==> config.mk <==
export PLATFORM = sky130hd
export DESIGN_NAME = serial_baud_gen
export DESIGN_NICKNAME = d
export VERILOG_FILES = /design/src/rtl/sbg_pkg.sv /design/src/rtl/sbg_cfg_regs.sv /design/src/rtl/sbg_tc_stage.sv /design/src/rtl/sbg_pre_stage.sv /design/src/rtl/serial_baud_gen.sv
export SDC_FILE = /design/constraint.sdc
export NUM_CORES = 1
export LEC_CHECK = 0
export BUFFER_PORTS_ARGS = -buffer_cell sky130_fd_sc_hd__buf_2
export CAP_MARGIN = 10
export CELL_PAD_IN_SITES_DETAIL_PLACEMENT = 0
export CELL_PAD_IN_SITES_GLOBAL_PLACEMENT = 1
export CORE_MARGIN = 2
export CORE_UTILIZATION = 50
export CTS_CLUSTER_SIZE = 28
export DETAILED_ROUTE_END_ITERATION = 10
export GPL_TIMING_DRIVEN = 0
export PLACE_DENSITY_LB_ADDON = 0.15
export RECOVER_POWER = 50
export REMOVE_ABC_BUFFERS = 1
export SETUP_SLACK_MARGIN = 0.4
export SLEW_MARGIN = 20
export SYNTH_ARGS = -nofsm -noshare
export SYNTH_HDL_FRONTEND = slang
export SYNTH_SLANG_ARGS = --single-unit
export TNS_END_PERCENT = 100
==> constraint.sdc <==
create_clock -name clk -period 7 [get_ports clk]
set_input_delay 1.4 -clock clk [delete_from_list [all_inputs] [get_ports clk]]
set_output_delay 1.4 -clock clk [all_outputs]
set_load 0.01 [all_outputs]
==> src/rtl/sbg_pkg.sv <==
// Package: shared definitions for the prescaled baud generator.
// Assumes: a single write select bit chooses between the two registers.
package sbg_pkg;

    // Register select codes on the write port
    typedef enum logic {
        SEL_TC  = 1'b0,
        SEL_EXP = 1'b1
    } sbg_sel_e;

endpackage

==> src/rtl/sbg_cfg_regs.sv <==
// Module: sbg_cfg_regs
// Holds pending and active copies of the time constant and exponent.
// Writes update the pending copy (exponent clamped to EXP_MAX). The active
// copy loads from the pending value, including a same-cycle write, only
// when period_end is high.
// Assumes: TC_W >= EXP_W; period_end comes from the counter stages.
module sbg_cfg_regs
    import sbg_pkg::*;
#(
    parameter int TC_W    = 8,
    parameter int EXP_W   = 4,
    parameter int EXP_MAX = 9,
    parameter int RST_TC  = 1,
    parameter int RST_EXP = 0,
    localparam int DIV_W  = TC_W + 1
) (
    input  logic             clk,
    input  logic             rst_n,
    input  logic             wr_en,
    input  logic             wr_sel,
    input  logic [TC_W-1:0]  wr_data,
    input  logic             period_end,
    output logic [DIV_W-1:0] act_div,
    output logic [EXP_W-1:0] act_exp
);

    localparam logic [EXP_W-1:0] EXP_CAP = EXP_W'(EXP_MAX);
    localparam logic [DIV_W-1:0] DIV_FULL = DIV_W'(1 << TC_W);

    logic [TC_W-1:0]  pend_tc, pend_tc_nx, act_tc;
    logic [EXP_W-1:0] pend_exp, pend_exp_nx;
    logic [EXP_W-1:0] raw_exp;

    assign raw_exp = wr_data[EXP_W-1:0];

    // Next pending values: apply a write, clamping the exponent
    always_comb begin
        pend_tc_nx  = pend_tc;
        pend_exp_nx = pend_exp;
        if (wr_en) begin
            if (wr_sel == SEL_EXP)
                pend_exp_nx = (raw_exp > EXP_CAP) ? EXP_CAP : raw_exp;
            else
                pend_tc_nx = wr_data;
        end
    end

    // Pending registers follow writes; active copy reloads at period end
    always_ff @(posedge clk) begin
        if (!rst_n) begin
            pend_tc  <= TC_W'(RST_TC);
            pend_exp <= EXP_W'(RST_EXP);
            act_tc   <= TC_W'(RST_TC);
            act_exp  <= EXP_W'(RST_EXP);
        end else begin
            pend_tc  <= pend_tc_nx;
            pend_exp <= pend_exp_nx;
            if (period_end) begin
                act_tc  <= pend_tc_nx;
                act_exp <= pend_exp_nx;
            end
        end
    end

    // Divisor decode: a stored zero means the full 2^TC_W count
    assign act_div = (act_tc == '0) ? DIV_FULL : {1'b0, act_tc};


    exp_clamp_chk: assert property (@(posedge clk) disable iff (!rst_n)
        act_exp <= EXP_CAP);


    cfg_hold_chk: assert property (@(posedge clk) disable iff (!rst_n)
        !period_end |=> ($stable(act_div) && $stable(act_exp)));

endmodule

==> src/rtl/sbg_tc_stage.sv <==
// Module: sbg_tc_stage
// First divider stage: counts 0..div-1 and wraps. Flags the last count
// and whether the count lies in the upper half (count >= div/2).
// Assumes: div only changes in a cycle where wrap is high.
module sbg_tc_stage #(
    parameter int TC_W   = 8,
    localparam int DIV_W = TC_W + 1
) (
    input  logic             clk,
    input  logic             rst_n,
    input  logic [DIV_W-1:0] div,
    output logic             wrap,
    output logic             upper
);

    localparam logic [DIV_W-1:0] ONE = DIV_W'(1);

    logic [DIV_W-1:0] cnt;

    // Terminal count and half-period decode
    assign wrap  = (cnt == (div - ONE));
    assign upper = (cnt >= (div >> 1));

    // Free-running count that returns to zero after the terminal value
    always_ff @(posedge clk) begin
        if (!rst_n)
            cnt <= '0;
        else if (wrap)
            cnt <= '0;
        else
            cnt <= cnt + ONE;
    end


    tc_count_range_chk: assert property (@(posedge clk) disable iff (!rst_n)
        cnt < div);

endmodule

==> src/rtl/sbg_pre_stage.sv <==
// Module: sbg_pre_stage
// Second divider stage: counts wrap pulses of the first stage modulo 2^exp.
// Flags its last count. Reports the upper half of the full period, taken
// from its own top bit when exp > 0 and from the first stage otherwise.
// Assumes: exp <= EXP_MAX and exp changes only at a period end.
module sbg_pre_stage #(
    parameter int EXP_W   = 4,
    parameter int EXP_MAX = 9,
    localparam int PRE_W  = (EXP_MAX > 0) ? EXP_MAX : 1
) (
    input  logic             clk,
    input  logic             rst_n,
    input  logic             step,
    input  logic [EXP_W-1:0] exp_sel,
    input  logic             low_upper,
    output logic             last,
    output logic             upper
);

    logic [PRE_W-1:0] cnt;
    logic [PRE_W-1:0] limit;
    logic [PRE_W-1:0] half_mask;

    // Highest count for this exponent, and its top set bit
    always_comb begin
        limit     = PRE_W'((32'd1 << exp_sel) - 32'd1);
        half_mask = limit ^ (limit >> 1);
    end

    assign last = (cnt == limit);

    // Upper-half decode of the whole period
    assign upper = (exp_sel == '0) ? low_upper : (|(cnt & half_mask));

    // Advance once per first-stage wrap; clear at the end of the period
    always_ff @(posedge clk) begin
        if (!rst_n)
            cnt <= '0;
        else if (step) begin
            if (last)
                cnt <= '0;
            else
                cnt <= cnt + PRE_W'(1);
        end
    end


    pre_count_range_chk: assert property (@(posedge clk) disable iff (!rst_n)
        cnt <= limit);

endmodule

==> src/rtl/serial_baud_gen.sv <==
// Module: serial_baud_gen (top)
// Divides the base clock by N * 2^E: N is the time constant (0 means
// 2^TC_W), and E is the clamped prescale exponent. Drives a one-cycle
// strobe in the last cycle of each period and a square wave that is high
// in the second half of each period.
// Assumes: a single clock domain; register writes are synchronous to clk.
module serial_baud_gen
    import sbg_pkg::*;
#(
    parameter int TC_W    = 8,
    parameter int EXP_W   = 4,
    parameter int EXP_MAX = 9,
    parameter int RST_TC  = 1,
    parameter int RST_EXP = 0
) (
    input  logic            clk,
    input  logic            rst_n,
    input  logic            wr_en,
    input  logic            wr_sel,
    input  logic [TC_W-1:0] wr_data,
    output logic            rate_tick,
    output logic            bit_clk
);

    localparam int DIV_W = TC_W + 1;

    logic [DIV_W-1:0] act_div;
    logic [EXP_W-1:0] act_exp;
    logic             tc_wrap;
    logic             tc_upper;
    logic             pre_last;
    logic             pre_upper;

    sbg_cfg_regs #(
        .TC_W    (TC_W),
        .EXP_W   (EXP_W),
        .EXP_MAX (EXP_MAX),
        .RST_TC  (RST_TC),
        .RST_EXP (RST_EXP)
    ) cfg_i (
        .clk        (clk),
        .rst_n      (rst_n),
        .wr_en      (wr_en),
        .wr_sel     (wr_sel),
        .wr_data    (wr_data),
        .period_end (rate_tick),
        .act_div    (act_div),
        .act_exp    (act_exp)
    );

    sbg_tc_stage #(
        .TC_W (TC_W)
    ) tc_i (
        .clk   (clk),
        .rst_n (rst_n),
        .div   (act_div),
        .wrap  (tc_wrap),
        .upper (tc_upper)
    );

    sbg_pre_stage #(
        .EXP_W   (EXP_W),
        .EXP_MAX (EXP_MAX)
    ) pre_i (
        .clk       (clk),
        .rst_n     (rst_n),
        .step      (tc_wrap),
        .exp_sel   (act_exp),
        .low_upper (tc_upper),
        .last      (pre_last),
        .upper     (pre_upper)
    );

    // Period ends when both stages sit at their terminal counts
    assign rate_tick = tc_wrap & pre_last;
    assign bit_clk   = pre_upper;


    bclk_period_start_chk: assert property (@(posedge clk) disable iff (!rst_n)
        rate_tick |=> (bit_clk == ((act_div == DIV_W'(1)) && (act_exp == '0))));

endmodule

---- After elaboration in Yosys (flattened, before gate mapping) ----
Cells that the tools add are included.
storage, ports and cells
  bits in registers ....................... 42
  output and inout port bits .............. 2
  input port bits ......................... 12
  logic and storage cells ................. 31
cells by class
  bitwise logic cells ..................... 4
  equal/unequal tests ..................... 2
  multiplexer cells ....................... 8
  order comparisons ....................... 2
  reductions and logical operators ........ 4
  shift-type cells ........................ 1
  add/sub/neg operators ................... 4
operators by type and width
  kind                                                                 count
  9-bit by 1-bit adder with 9-bit output (second input constant)       2
  9-bit == test                                                        2
  9-bit 2-to-1 mux                                                     2
  9-bit by 1-bit subtractor with 9-bit output (second input constant)  2
  8-bit 2-to-1 mux                                                     2
  4-bit 2-to-1 mux                                                     3
  9-bit bitwise AND                                                    1
  9-bit by 8-bit greater-or-equal comparator with 1-bit output         1
  9-bit OR reduction                                                   1
  1-bit by 4-bit left shift with 9-bit output (first input constant)   1
  9-bit by 8-bit bitwise XOR with 9-bit output                         1
  8-bit logical NOT                                                    1
  4-bit > comparator (second input constant)                           1
  4-bit logical NOT                                                    1
  2-bit OR reduction                                                   1
  1-bit bitwise AND                                                    1
  1-bit 2-to-1 mux                                                     1
  1-bit NOT                                                            1

---- Longest topological paths before layout ----
Gate-level depths: netlist of the first run.
  depth after elaboration ................. 6
  gate-level depth with buffers ........... 12
  gate-level depth less buffers ........... 12

---- Cells and area by module ----
Synthesis of the first run repeated with hierarchy kept, for this count alone.
unflattened totals
  cell total of the unflattened synthesis .. 340
  area, all modules ....................... 2,824.0 µm²
modules (own cells, without submodules)
  module           instances  sequential area each (µm²)  area each (µm²)  cells each
  sbg_pre_stage    1          180.2                       950.9            123
  sbg_cfg_regs     1          480.5                       944.7            96
  sbg_tc_stage     1          180.2                       922.1            120
  serial_baud_gen  1          0.0                         6.3              1

---- Worst setup path before layout of the first run ----
OpenSTA, ideal clock, no wires.
  kind .................................... flip-flop to output port
  start point ............................. register cfg_i.act_exp[0]
  end point ............................... output bit_clk
  required time ........................... 5,600 ps
  cell stages (with the launch flop) ...... 10
  arrival ................................. 2,279 ps
  path slack .............................. 3,321 ps
  buffers on the path ..................... 0
  cell sequence ........................... dfxtp_1 > or4_4 > ha_1 > nor3_1 > a21oi_1 > o21ai_0 > nor2_1 > o21a_1 > a221o_1 > a22oi_1
on the way
  cells in the longest elaborated chain, start to end .. 6
  elaborated cells on any way between the ends .. 7
  classes of those cells .................. 1 x add/sub; 1 x shift; 1 x mux; 2 x bitwise; 2 x reduce/logical
ends and longest elaborated chain
  what                                          line                   source
  start, declared                               sbg_cfg_regs.sv:24     output logic [EXP_W-1:0] act_exp
  start signal, assigned                        sbg_cfg_regs.sv:54     act_exp <= EXP_W'(RST_EXP);
  start signal, assigned                        sbg_cfg_regs.sv:60     act_exp <= pend_exp_nx;
  1-bit by 4-bit left shift with 9-bit output   sbg_pre_stage.sv:26    limit = PRE_W'((32'd1 << exp_sel) - 32'd1);
  9-bit by 1-bit subtractor with 9-bit output   sbg_pre_stage.sv:26
  9-bit by 8-bit bitwise XOR with 9-bit output  sbg_pre_stage.sv:27    half_mask = limit ^ (limit >> 1);
  9-bit bitwise AND                             sbg_pre_stage.sv:33    assign upper = (exp_sel == '0) ? low_upper : (|(cnt & half_mask));
  9-bit OR reduction                            sbg_pre_stage.sv:33
  1-bit 2-to-1 mux *                            sbg_pre_stage.sv:33
  end, declared                                 serial_baud_gen.sv:22  output logic bit_clk
Mark *: on every way between the ends. The rest lies on a longest branch, timed or not.

---- Worst setup path in the final report of the first run ----
  start point ............................. register cfg_i.act_exp[0]
  end point ............................... output rate_tick
on the way
  cells in the longest elaborated chain, start to end .. 4
ends and longest elaborated chain
  what                                         line                   source
  1-bit by 4-bit left shift with 9-bit output  sbg_pre_stage.sv:26
  9-bit by 1-bit subtractor with 9-bit output  sbg_pre_stage.sv:26
  9-bit == test                                sbg_pre_stage.sv:30    assign last = (cnt == limit);
  1-bit bitwise AND                            serial_baud_gen.sv:75  assign rate_tick = tc_wrap & pre_last;
  end, declared                                serial_baud_gen.sv:21  output logic rate_tick,
No other way between the ends.

==> impl_metrics.toml, run 1 <==
[drt]
drtIter0Drc = 86
wl_per_cell_um = 14.7
drc = 0
routed_wl_um = 5850
vias = 2277
first_pass_iters = 4
final_antenna_net_count = 0
viasPerCell = 5.72

[layout]
final_cell_area_mm2 = 0.00292
diodes = 0
syn2layout_area_growth_pct = 5.14
drive_gt1_share_pct = 8.28
nNetsFinal = 351

[yosys]
ys.warnings.count = 0
synth-seq-area-share_pct = 30.3
synth_cell_types = 59
synth-edff-count = 0
netlist_instances = 325
synth_async_sr_flop_share_pct = 0
ys_ff_latch = 42
syn_area_mm2 = 0.00278
syn_area_per_cell_um2 = 8.55
synthFlopType = "dfxtp_1"

[placement]
gp_congestion = 0.823
hpwl_um = 4110
place_area_mm2 = 0.00283
io_buffers = 13

[worst_setup_path]
cp-end-kind = "output port"
critPathRequiredTime_ps = 5600
startpoint = "cfg_i.act_exp[0]$_SDFFE_PN0P_"
r2r-start = "cfg_i.act_exp[0]$_SDFFE_PN0P_"
critPathKind = "reg -> out"
cp_max_fo = 21
arrival_ps = 3540
startpoint_type = "flop"

[clock_tree]
htreeDepth = 2
post_cts_resized = 0
post_cts_buffers = 0
path_clk_slew_ps = 90
cts_buffers = 5
clock_path_buffers = 2
clk_latency_ps = 300
cts_root_buf = "clkbuf_8"
cts_hold_buffers = 0
cts_num_sinks = 42
cts_tree = "built"

[pwr]
pwr_density_cell_mw_per_mm2 = 430
total_power_mw = 1.26
ir_drop_mv = 0.373
leakagePower_nw = 1.17

[grt]
grt_max_degree = 43
grt_pass1_wl_um = 10100
grt_overflow = 0
grtUsageTotal_pct = 20.3
first_global_vias = 2173
antenna_found_initial = 0

[timing]
max_clock_freq_mhz = 203
tns_ps = 0
fin_skew_ps = 15.5
setup-violations-final = 0
grt_setup_unrepaired = "false"
drv_slew = 43
hold_viol = 0
worst_slew_pin_slew_ps = 1540
min_period_ps = 4940
slew_headroom_pct = -2.98
post-route-period-util_pct = 70.5

[floorplanning]
die_y_um = 78.5
rows = 27
ioPinCount = 14
initial_utilization_pct = 51.1
core_mm2 = 0.00544
die_area_mm2 = 0.00617
fp.dieW_um = 78.5

[job]
max_cap_viol_count = 1

[run_status]
status = "complete, but fails checks"
failed_checks = "max-capacitance violations, max-slew violations"

[hold_path]
hold_path.class = "reg -> reg"
holdCritStartpoint = "cfg_i.pend_exp[3]$_SDFF_PN0_"
flip-flops by register name, indices dropped and copies added (netlist names):
signal,cells
cfg_i.pend_tc,8
cfg_i.act_exp,4
cfg_i.act_tc,8
tc_i.cnt,9
pre_i.cnt,9
cfg_i.pend_exp,4
synthesized netlist by cell type, drive strengths merged, types with 10 or more instances:
master | n | area (um^2)
a31o | 11 | 96.3
and3 | 16 | 100
buf | 12 | 81.3
dfxtp | 42 | 841
ha | 14 | 175
inv | 16 | 60.1
mux2i | 10 | 100
nand2 | 13 | 56.3
nor2 | 29 | 109
nor2b | 17 | 106
o21ai | 19 | 95.1
xor2 | 11 | 96.3
power by group:
| group | leakage [nW] | internal (mW) | switching (mW) |
|---|---|---|---|
| logic | 0.787 | 0.297 | 0.481 |
| registers | 0.341 | 0.265 | 0.0527 |
| clock network | 0.0408 | 0.0713 | 0.0887 |
per-layer routing:
layer  global-route usage, %  wire [um]  part of all wire, %
met1                    27.8       3160                   54
met2                    32.1       2490                   43
met3                    3.91        145                  2.5
met4                    6.67         56                 0.96
met5                       0          0                    0
critical path, stage by stage (launching register included):
cell and delay [ps]:
dfxtp_1 470, or4_4 630, ha_1 310, nand2b_1 110
a211o_1 120, a31oi_1 110, nor4_4 990, nand2_4 270
inv_2 90, buf_2 120
worst paths after layout:
check / to / slack (ps) / depth (start not counted)
setup / recovery: rate_tick / 2060 / 9
hold / removal: cfg_i.pend_exp[3]$_SDFF_PN0_ / 490 / 2
setup reg to reg: pre_i.cnt[8]$_SDFFE_PN0N_ / 3440 / 8
hold reg to reg: cfg_i.pend_exp[3]$_SDFF_PN0_ / 490 / 2
logic make-up (layout without fill, tap and decap cells):
| kind of cell | after synthesis | count (layout) | share of synthesized area, % |
|---|---|---|---|
| AND/OR/NAND/NOR | 126 | 126 | 26.7 |
| AO/OA/AOI/OAI | 74 | 74 | 19.3 |
| flip-flops | 42 | 42 | 30.3 |
| buffers and inverters | 37 | 38 | 6.31 |
| XOR/XNOR | 21 | 21 | 7.12 |
| adder cells (fa/ha/maj) | 14 | 14 | 6.31 |
| multiplexers | 11 | 11 | 4.01 |
final cells by class:
type,count,area [um^2]
Fill cell,542,2520
Multi-Input combinational cell,246,1760
Sequential cell,42,841
Tap cell,72,90.1
Timing Repair Buffer,14,75.1
Clock buffer,5,68.8
Inverter,16,60.1
Clock inverter,3,23.8
cells in the final DEF, fill, tap and decap left out, types with 8 or more instances in the layout:
cell type / n
and3_1: 16
nand3_1: 9
xnor2_1: 9
a31o_1: 11
nor2_1: 29
xor2_1: 11
nor2b_1: 17
o21ai_0: 12
buf_2: 12
nand2_1: 12
dfxtp_1: 42
a32o_1: 8
ha_1: 14
mux2i_1: 10
a21oi_1: 9
inv_1: 15
per-stage QoR:
stage	setup WS, ps	hold slack (ps)	cells	util (%)
finish	2060	488	398	53.7
global route	1860	528	398	53.7
CTS	2080	484	398	53.7
detailed placement	2430	472	390	52.0
global placement	2340	461	389	51.8
floorplan	3070	433	304	-
(Power assumes the default switching activity.)
==> inputs of run 2 (changes only) <==
Settings changed: ABC_AREA set to 1, CORE_UTILIZATION 50 to 44.
Clock period 7 ns to 5 ns, I/O delays scaled along.
==> run 2 against run 1 <==
Wire length grew 11%. Global-route usage shrank 1.5 points. Die area grew 16%. The run now ends clean. Worst setup slack lost 1200 ps. Highest routed layer unchanged. Sequential power grew 31%. Clock skew shrank 4.3 ps. Synthesized cell count grew 33%.
==> impl_metrics.toml, run 2 <==
[drt]
vias = 2586
first_pass_iters = 4
drtIter0Drc = 127
drc = 0
final_antenna_net_count = 0
viasPerCell = 4.96
wl_per_cell_um = 12.4
routed_wl_um = 6470

[timing]
grt_setup_unrepaired = "false"
drv_slew = 0
worst_slew_pin_slew_ps = 977
setup-violations-final = 0
min_period_ps = 4150
hold_viol = 0
slew_headroom_pct = 34.8
tns_ps = 0
post-route-period-util_pct = 83.0
fin_skew_ps = 11.2
max_clock_freq_mhz = 241

[floorplanning]
fp.dieW_um = 84.8
rows = 29
die_y_um = 84.8
ioPinCount = 14
initial_utilization_pct = 45.4
core_mm2 = 0.00631
die_area_mm2 = 0.00718

[clock_tree]
clock_path_buffers = 2
htreeDepth = 2
cts_buffers = 5
cts_hold_buffers = 0
cts_tree = "built"
clk_latency_ps = 300
cts_num_sinks = 42
post_cts_buffers = 0
cts_root_buf = "clkbuf_8"
post_cts_resized = 0
path_clk_slew_ps = 100

[layout]
final_common_cell = "nand2_1"
final_cell_mix = "nand2_1, inv_1, nand3_1, dfxtp_1, nor2_1"
drive_gt1_share_pct = 10.4
nNetsFinal = 469
multi_input_area_mm2 = 0.00171
fillers = 699
diodes = 0
largestRegisters = "pre_i.cnt (9), tc_i.cnt (9)"
syn2layout_area_growth_pct = 6.63
post-route-util_pct = 48.5
final_cells = 521
regArea_um2 = 841

[worst_setup_path]
startpoint_type = "flop"
critPathKind = "reg -> out"
critPathRequiredTime_ps = 4000
regToRegEndpoint = "cfg_i.act_tc[6]$_SDFFE_PN0P_"
crit_chain = "nor2_1 > nand2_2 > ha_1 > a21oi_1 > o21a_1 > nand3_1 > nor2_4 > nand3_4 > nor2_8 > nand2_1 > inv_1 > buf_2"
max_stage_delay_ps = 380
crit_slowest_cell = "dfxtp_1"
r2r-start = "cfg_i.act_exp[2]$_SDFFE_PN0P_"
cp_max_fo = 17
reg2reg_depth = 12
reg2reg_setup_slack_ps = 2050
cp-end-kind = "output port"
arrival_ps = 3150

[placement]
io_buffers = 13
dp.cells = 513
gp_congestion = 0.836
hpwl_um = 4860

[pwr]
ir_drop_mv = 0.492
leakagePower_nw = 1.40
seq_power_share_pct = 25.1
combPwrFrac_pct = 57.5
pwr_density_cell_mw_per_mm2 = 544
p_sw_mw = 0.851
p_int_mw = 0.813
p_sw_share_pct = 51.1
clkPwrFrac_pct = 17.4

[yosys]
synth-seq-area-share_pct = 29.3
synth_top_cell_by_area = "dfxtp_1"
synth_area_leaders = "dfxtp_1, nand2_1, inv_1"
synth.most_common_cell = "nand2_1"
yosysTopAreaCellShare_pct = 29.3
syn_area_per_cell_um2 = 6.64
ys_ff_latch = 42
synth_async_sr_flop_share_pct = 0
synthFlopType = "dfxtp_1"
synth_common_cells = "nand2_1, inv_1, dfxtp_1, nand3_1, nor2_1"
ys.warnings.count = 0
synth_cell_types = 34
netlist_instances = 432
synth-edff-count = 0
syn_area_mm2 = 0.00287

[grt]
first_global_vias = 2384
grt_max_degree = 32
grtUsageTotal_pct = 18.8
antenna_found_initial = 0
grt_pass1_wl_um = 11000
grt_overflow = 0

[hold_path]
holdCritStartpoint = "cfg_i.act_tc[1]$_SDFFE_PN0P_"
hold_end = "cfg_i.act_tc[1]$_SDFFE_PN0P_"
hold_path.class = "reg -> reg"
min_path_cells = 2

[run_status]
status = "finished, final reports clean"

[job]
max_cap_viol_count = 0
run 2: cells by family after synthesis:
logic type / Yosys count / synth area share (%)
multiplexers: 4 / 1.57
flip-flops: 42 / 29.3
XOR/XNOR: 18 / 5.97
AO/OA/AOI/OAI: 55 / 9.99
buffers and inverters: 70 / 10.3
adder cells (fa/ha/maj): 14 / 6.11
AND/OR/NAND/NOR: 229 / 36.7
run 2: how the worst max path moves through the flow:
| stage | from | to | cells after the start |
|---|---|---|---|
| 2_1_floorplan | cfg_i.act_exp[2]$_SDFFE_PN0P_ | rate_tick | 11 |
| 3_3_place_gp | cfg_i.act_tc[0]$_SDFFE_PN1P_ | rate_tick | 14 |
| 3_5_place_dp | cfg_i.act_exp[2]$_SDFFE_PN0P_ | rate_tick | 12 |
| 4_1_cts | cfg_i.act_tc[0]$_SDFFE_PN1P_ | rate_tick | 14 |
| 5_1_grt | cfg_i.act_exp[2]$_SDFFE_PN0P_ | rate_tick | 12 |
| 6_report | cfg_i.act_exp[2]$_SDFFE_PN0P_ | rate_tick | 12 |
run 2: power groups by stage:
| stage | Sequential, mW | Combinational, mW | Clock, mW |
|---|---|---|---|
| after floorplan | 0.413 | 0.756 | 0 |
| after global placement | 0.427 | 0.974 | 0 |
| after detailed placement | 0.427 | 0.986 | 0 |
| after CTS | 0.419 | 0.990 | 0.297 |
| after global routing | 0.425 | 1.08 | 0.311 |
| final | 0.418 | 0.957 | 0.290 |
run 2: cell type report:
type | count | area share (%)
Tap cell | 77 | 3.15
Inverter | 61 | 7.48
Clock inverter | 3 | 1.60
Sequential cell | 42 | 27.5
Multi-Input combinational cell | 320 | 56.0
Clock buffer | 5 | 2.25
Timing Repair Buffer | 13 | 2.09
run 2: layer usage:
| layer | wire length, um | GRT usage, % | vias up |
|---|---|---|---|
| met5 | 0 | 0 | - |
| met4 | 55 | 5.19 | 0 |
| met3 | 295 | 2.85 | 4 |
| met2 | 2750 | 28.5 | 45 |
| met1 | 3370 | 27.9 | 1132 |
| li1 | - | - | 1405 |
run 2: worst max-delay path: cells and delay by family (launching register included):
family	cells	cell delay [ps]
adders and majority gates	1	380
buffers and inverters	2	280
and+or+nand+nor	7	1480
DFF	1	380
AOI/OAI and AO/OA	2	320
run 2: metrics by stage:
stage               total power, mW  area (um^2)  setup slack, ps  hold slack (ps)
floorplan                      1.17         2800             2070              441
global placement               1.40         2960             1640              451
detailed placement             1.41         2960             1650              458
CTS                            1.71         3080             1300              472
global route                   1.82         3060              523              507
finish                         1.66         3060              849              469
